$ cat src/rtl/ser_tx_chan.sv
module ser_tx_chan #(
  parameter int MAXW = 16,
  localparam int LW = $clog2(MAXW)
) (
  input  logic            clk,
  input  logic            rst_n,
  input  logic            bit_tick,
  input  logic            tx_en,
  input  logic            msb_first,
  input  logic [LW-1:0]   len_m1,
  input  logic            hold_valid,
  input  logic [MAXW-1:0] hold_data,
  input  logic            hold_last,
  output logic            hold_ready,
  input  logic            restart,
  input  logic            ev_clr_we,
  input  logic [1:0]      ev_clr,
  input  logic            im_we,
  input  logic [1:0]      im_wdata,
  output logic [1:0]      ev,
  output logic [1:0]      im,
  output logic            irq,
  output logic            txd,
  output logic            buf_done,
  output logic            buf_unrun
);

  typedef enum logic [1:0] {S_IDLE, S_SEND, S_HALT} st_t;

  st_t             st;
  logic [MAXW-1:0] sh;
  logic [LW-1:0]   left;
  logic            cur_last, txd_q, done_q, un_q;
  logic [1:0]      ev_q, im_q, ev_set;
  logic            need, take, end_char, buf_ok, starve;
  logic [MAXW-1:0] ord;

  function automatic logic [MAXW-1:0] flip(input logic [MAXW-1:0] d, input logic [LW-1:0] n);
    logic [LW-1:0] k;
    flip = '0;
    for (int i = 0; i < MAXW; i++) begin
      k = n - LW'(i);
      if (i <= int'(n)) flip[i] = d[k];
    end
  endfunction

  assign ord        = msb_first ? flip(hold_data, len_m1) : hold_data;
  assign need       = (st == S_IDLE) || (st == S_SEND && left == '0);
  assign hold_ready = tx_en && bit_tick && need;
  assign take       = hold_ready && hold_valid;
  assign end_char   = tx_en && bit_tick && st == S_SEND && left == '0;
  assign buf_ok     = end_char && cur_last;
  assign starve     = end_char && !cur_last && !hold_valid;
  assign ev_set     = {starve, buf_ok};

  assign txd       = txd_q;
  assign buf_done  = done_q;
  assign buf_unrun = un_q;
  assign ev        = ev_q;
  assign im        = im_q;
  assign irq       = |(ev_q & im_q);

  always_ff @(posedge clk or negedge rst_n) begin
    if (!rst_n) begin
      st       <= S_IDLE;
      sh       <= '0;
      left     <= '0;
      cur_last <= 1'b0;
      txd_q    <= 1'b1;
      done_q   <= 1'b0;
      un_q     <= 1'b0;
      ev_q     <= '0;
      im_q     <= '0;
    end else begin
      done_q <= 1'b0;
      un_q   <= 1'b0;
      if (im_we) im_q <= im_wdata;
      ev_q <= (ev_q & ~(ev_clr_we ? ev_clr : 2'b00)) | ev_set;
      if (st == S_HALT) begin
        if (restart) st <= S_IDLE;
      end else if (!tx_en) begin
        st    <= S_IDLE;
        txd_q <= 1'b1;
      end else if (bit_tick) begin
        if (st == S_SEND && left != '0) begin
          txd_q <= sh[0];
          sh    <= sh >> 1;
          left  <= left - 1'b1;
        end else begin
          if (buf_ok) done_q <= 1'b1;
          if (take) begin
            txd_q    <= ord[0];
            sh       <= ord >> 1;
            left     <= len_m1;
            cur_last <= hold_last;
            st       <= S_SEND;
          end else if (starve) begin
            done_q <= 1'b1;
            un_q   <= 1'b1;
            txd_q  <= 1'b1;
            st     <= S_HALT;
          end else begin
            txd_q <= 1'b1;
            st    <= S_IDLE;
          end
        end
      end
    end
  end

endmodule


$ cat config.mk
export PLATFORM = sky130hd
export DESIGN_NAME = ser_tx_chan
export DESIGN_NICKNAME = d
export VERILOG_FILES = /design/src/rtl/ser_tx_chan.sv
export SDC_FILE = /design/constraint.sdc
export NUM_CORES = 1
export LEC_CHECK = 0
export BUFFER_PORTS_ARGS = -buffer_cell sky130_fd_sc_hd__buf_2
export CAP_MARGIN = 5
export CORE_MARGIN = 10
export CORE_UTILIZATION = 32
export DETAILED_ROUTE_END_ITERATION = 8
export PLACE_DENSITY = 0.54
export SYNTH_ARGS = -nofsm -noshare
export SYNTH_HDL_FRONTEND = slang
export SYNTH_SLANG_ARGS = --single-unit
$ cat constraint.sdc
create_clock -name clk -period 1.9 [get_ports clk]
set_input_delay 0 -clock clk [delete_from_list [all_inputs] [get_ports clk]]
set_output_delay 0 -clock clk [all_outputs]
set_load 0.005 [all_outputs]
==> results.json <==
{
  "status": "finished, final reports clean",
  "cp_max_fo": 5,
  "die_w_um": 116,
  "cts_sinks": 29,
  "p_leak_nw": 1.73,
  "grt_usage": 0.142,
  "first_iter_violations": 231,
  "power_per_cell_area_nw_per_um2": 617,
  "synth-main-ff-cell": "dfrtp_1",
  "max-cap-violations": 0,
  "die_area_um2": 13500,
  "vias": 2930,
  "r2r-start": "left[1]",
  "rsz0062_at_grt": "yes",
  "start_kind": "register",
  "critical_path_required_ns": 2.12,
  "ys_seq_area_frac": 0.246,
  "synth_area_um2": 2960,
  "grt_first_pass_wirelength_um": 15200,
  "synth_warnings": 0,
  "cts-root-buf": "clkbuf_8",
  "synthDistinctLibCells": 54,
  "setup_viol_count_final": 0,
  "synth_top_cells_by_area": "dfrtp_1 24%, mux4_1 8.0%, mux4_2 7.6%, ha_1 6.4%, a21oi_1 5.1%",
  "hold_violations": 0,
  "syn_to_final_growth_pct": 31.9,
  "power.total_mw": 2.41,
  "yosysTopAreaCell": "dfrtp_1",
  "wirelength_um": 9700,
  "cp-end-kind": "register",
  "drive_gt1_frac": 0.346,
  "placedCellCount": 497,
  "fin_crit_ns": 1.86,
  "hold-path-cell-count": 4,
  "wl_per_cell_um": 18.8,
  "grt_overflow": 0,
  "ioPinCount": 43,
  "syn_area_per_cell_um2": 9.35,
  "cts_buffers": 5,
  "fillers": 908,
  "vias_per_cell": 5.68,
  "finalSetupTns_ns": 0,
  "fin_skew_ns": 0.00403,
  "crit_start": "left[1]",
  "clock_path_buffers": 2,
  "htreeDepth": 2,
  "num_rows": 35,
  "clk_pin_slew_ns": 0.06,
  "drv_slew": 0,
  "port_buffers": 42,
  "worst_slew_pin_slew_ns": 0.658,
  "slew_headroom": 0.561,
  "grt_max_degree": 30,
  "r2r_cells": 8,
  "cts_tree": "yes",
  "stdcell_area_um2": 3900,
  "dr.pass1.iters": 4,
  "drc_errors": 0,
  "synth_nets": 365,
  "ant_nets": 0,
  "instances_no_fill": 516,
  "initial_core_util": 0.324,
  "core_um2": 9110,
  "netlist_instances": 316,
  "synth-edff-count": 0,
  "hold_ws_ns": 0.00751,
  "grt_pass1_vias": 2913,
  "ir_drop_mv": 0.274,
  "max_freq_mhz": 537,
  "synth_top_area_share": 0.237,
  "path_class": "reg -> reg",
  "antennaDiodeCount": 0,
  "die_h_um": 116,
  "place_area_um2": 3620,
  "hold_path.class": "in -> reg",
  "grt_antenna_before_repair": 0,
  "nets": 453,
  "fin_crit_sh": 0.979,
  "hp-start": "ev_clr_we",
  "insertion_delay_ns": 0.28,
  "post-dp-hpwl_um": 7710,
  "synth.ff_latch_count": 29,
  "worstPathArrival_ns": 2.08,
  "async_flop_share": 1.00,
  "gp_congestion": 0.851
}
## worst paths after layout
kind,to,slack [ns]
worst min-delay path,ev[0],0.008
worst min register to register,buf_unrun,0.47
min in group asynchronous,left[3],0.28
worst max-delay path,sh[12],0.04
worst max register to register,sh[12],0.04
max in group asynchronous,sh[3],1.19
## placed cells by master, fill, tap and decap left out, types with 8 or more instances in the layout
master,count
nand2_1,35
mux2i_1,12
nor2_1,15
mux4_2,10
mux4_1,9
dfrtp_1,28
dlygate4sd3_1,10
a21oi_1,28
buf_4,43
ha_1,13
o21ai_0,8
buf_2,42
inv_1,10
## area by class of cell
cell class	count	area, um^2	area share
Clock buffer	7	96.3	0.0247
Inverter	15	60.1	0.0154
Tap cell	111	139	0.0356
Clock inverter	1	5.00	0.00128
Timing Repair Buffer	100	707	0.181
Multi-Input combinational cell	253	2160	0.555
Sequential cell	29	727	0.187
## report_power, final
part / internal, mW / switching [mW] / total (mW)
Combinational: 0.526 / 0.503 / 1.03
Clock: 0.327 / 0.235 / 0.562
Sequential: 0.726 / 0.0880 / 0.814
Total: 1.58 / 0.826 / 2.41
## layer usage
layer	GRT usage	routed length (um)
met5	0	0
met4	0.0359	142
met3	0.0293	712
met2	0.226	4390
met1	0.193	4450
## synthesized netlist by cell type (2+ instances only)
cell and instances:
nand4_1 3, mux4_2 10, a221oi_1 5, inv_1 13, dfrtp_1 28, nand2_1 35
xnor2_1 7, nor2_1 16, nor2b_1 5, nor3_1 8, mux2_2 9, clkbuf_1 9
buf_2 7, o31ai_1 5, a21oi_1 30, and2_1 2, a211oi_1 5, o21ai_0 10
or2_2 2, a21o_1 7, a2111oi_1 2, nor3b_1 3, xor2_1 3, o211ai_1 3
nor4_1 5, clkinv_1 2, mux2i_1 12, nand3_1 8, a221o_1 5, o311ai_0 2
a31oi_1 5, mux4_1 9, a2111oi_2 2, a22o_1 4, ha_1 15, o22a_1 2
## timing repair
item / in CTS / in global routing
endpoints found under the setup margin: 18 / 20
pin swaps: 3 / 5
resized for setup: 8 / 10
hold buffers: 10 / 0
setup buffers: 0 / 1
endpoints found under the hold margin: 35 / 0
## logic make-up (layout without fill, tap and decap cells)
| family | Yosys count | in the layout | synth area share |
|---|---|---|---|
| xor+xnor | 10 | 10 | 0.0296 |
| simple gates | 93 | 93 | 0.154 |
| compound gates | 95 | 95 | 0.224 |
| buf+inv | 34 | 123 | 0.0525 |
| fa+ha+maj | 15 | 15 | 0.0635 |
| flops | 29 | 29 | 0.246 |
| mux | 40 | 40 | 0.231 |
## state kept, by name, summed over array words and instances, names as in the netlist
name and count:
st 2, ev 2, im 2, left 4, sh 15, txd 1, cur_last 1, buf_unrun 1
buf_done 1
## metrics by stage
| step | setup slack (ns) | utilization |
|---|---|---|
| final | 0.0390 | 0.428 |
| after global routing | -0.0546 | 0.428 |
| after CTS | 0.00709 | 0.423 |
| after detailed placement | -0.201 | 0.397 |
| after global placement | -0.152 | 0.397 |
| after floorplan | -0.131 | - |
## worst max-delay path, stage by stage (launching register included)
cell and delay (ns):
dfrtp_1 0.39, inv_2 0.07, ha_4 0.13, buf_6 0.09, or3b_4 0.41, a21oi_4 0.23, a21oi_1 0.08, nor4_1 0.23
a221o_1 0.17
Note: power is estimated with default switching activity, not from simulation.
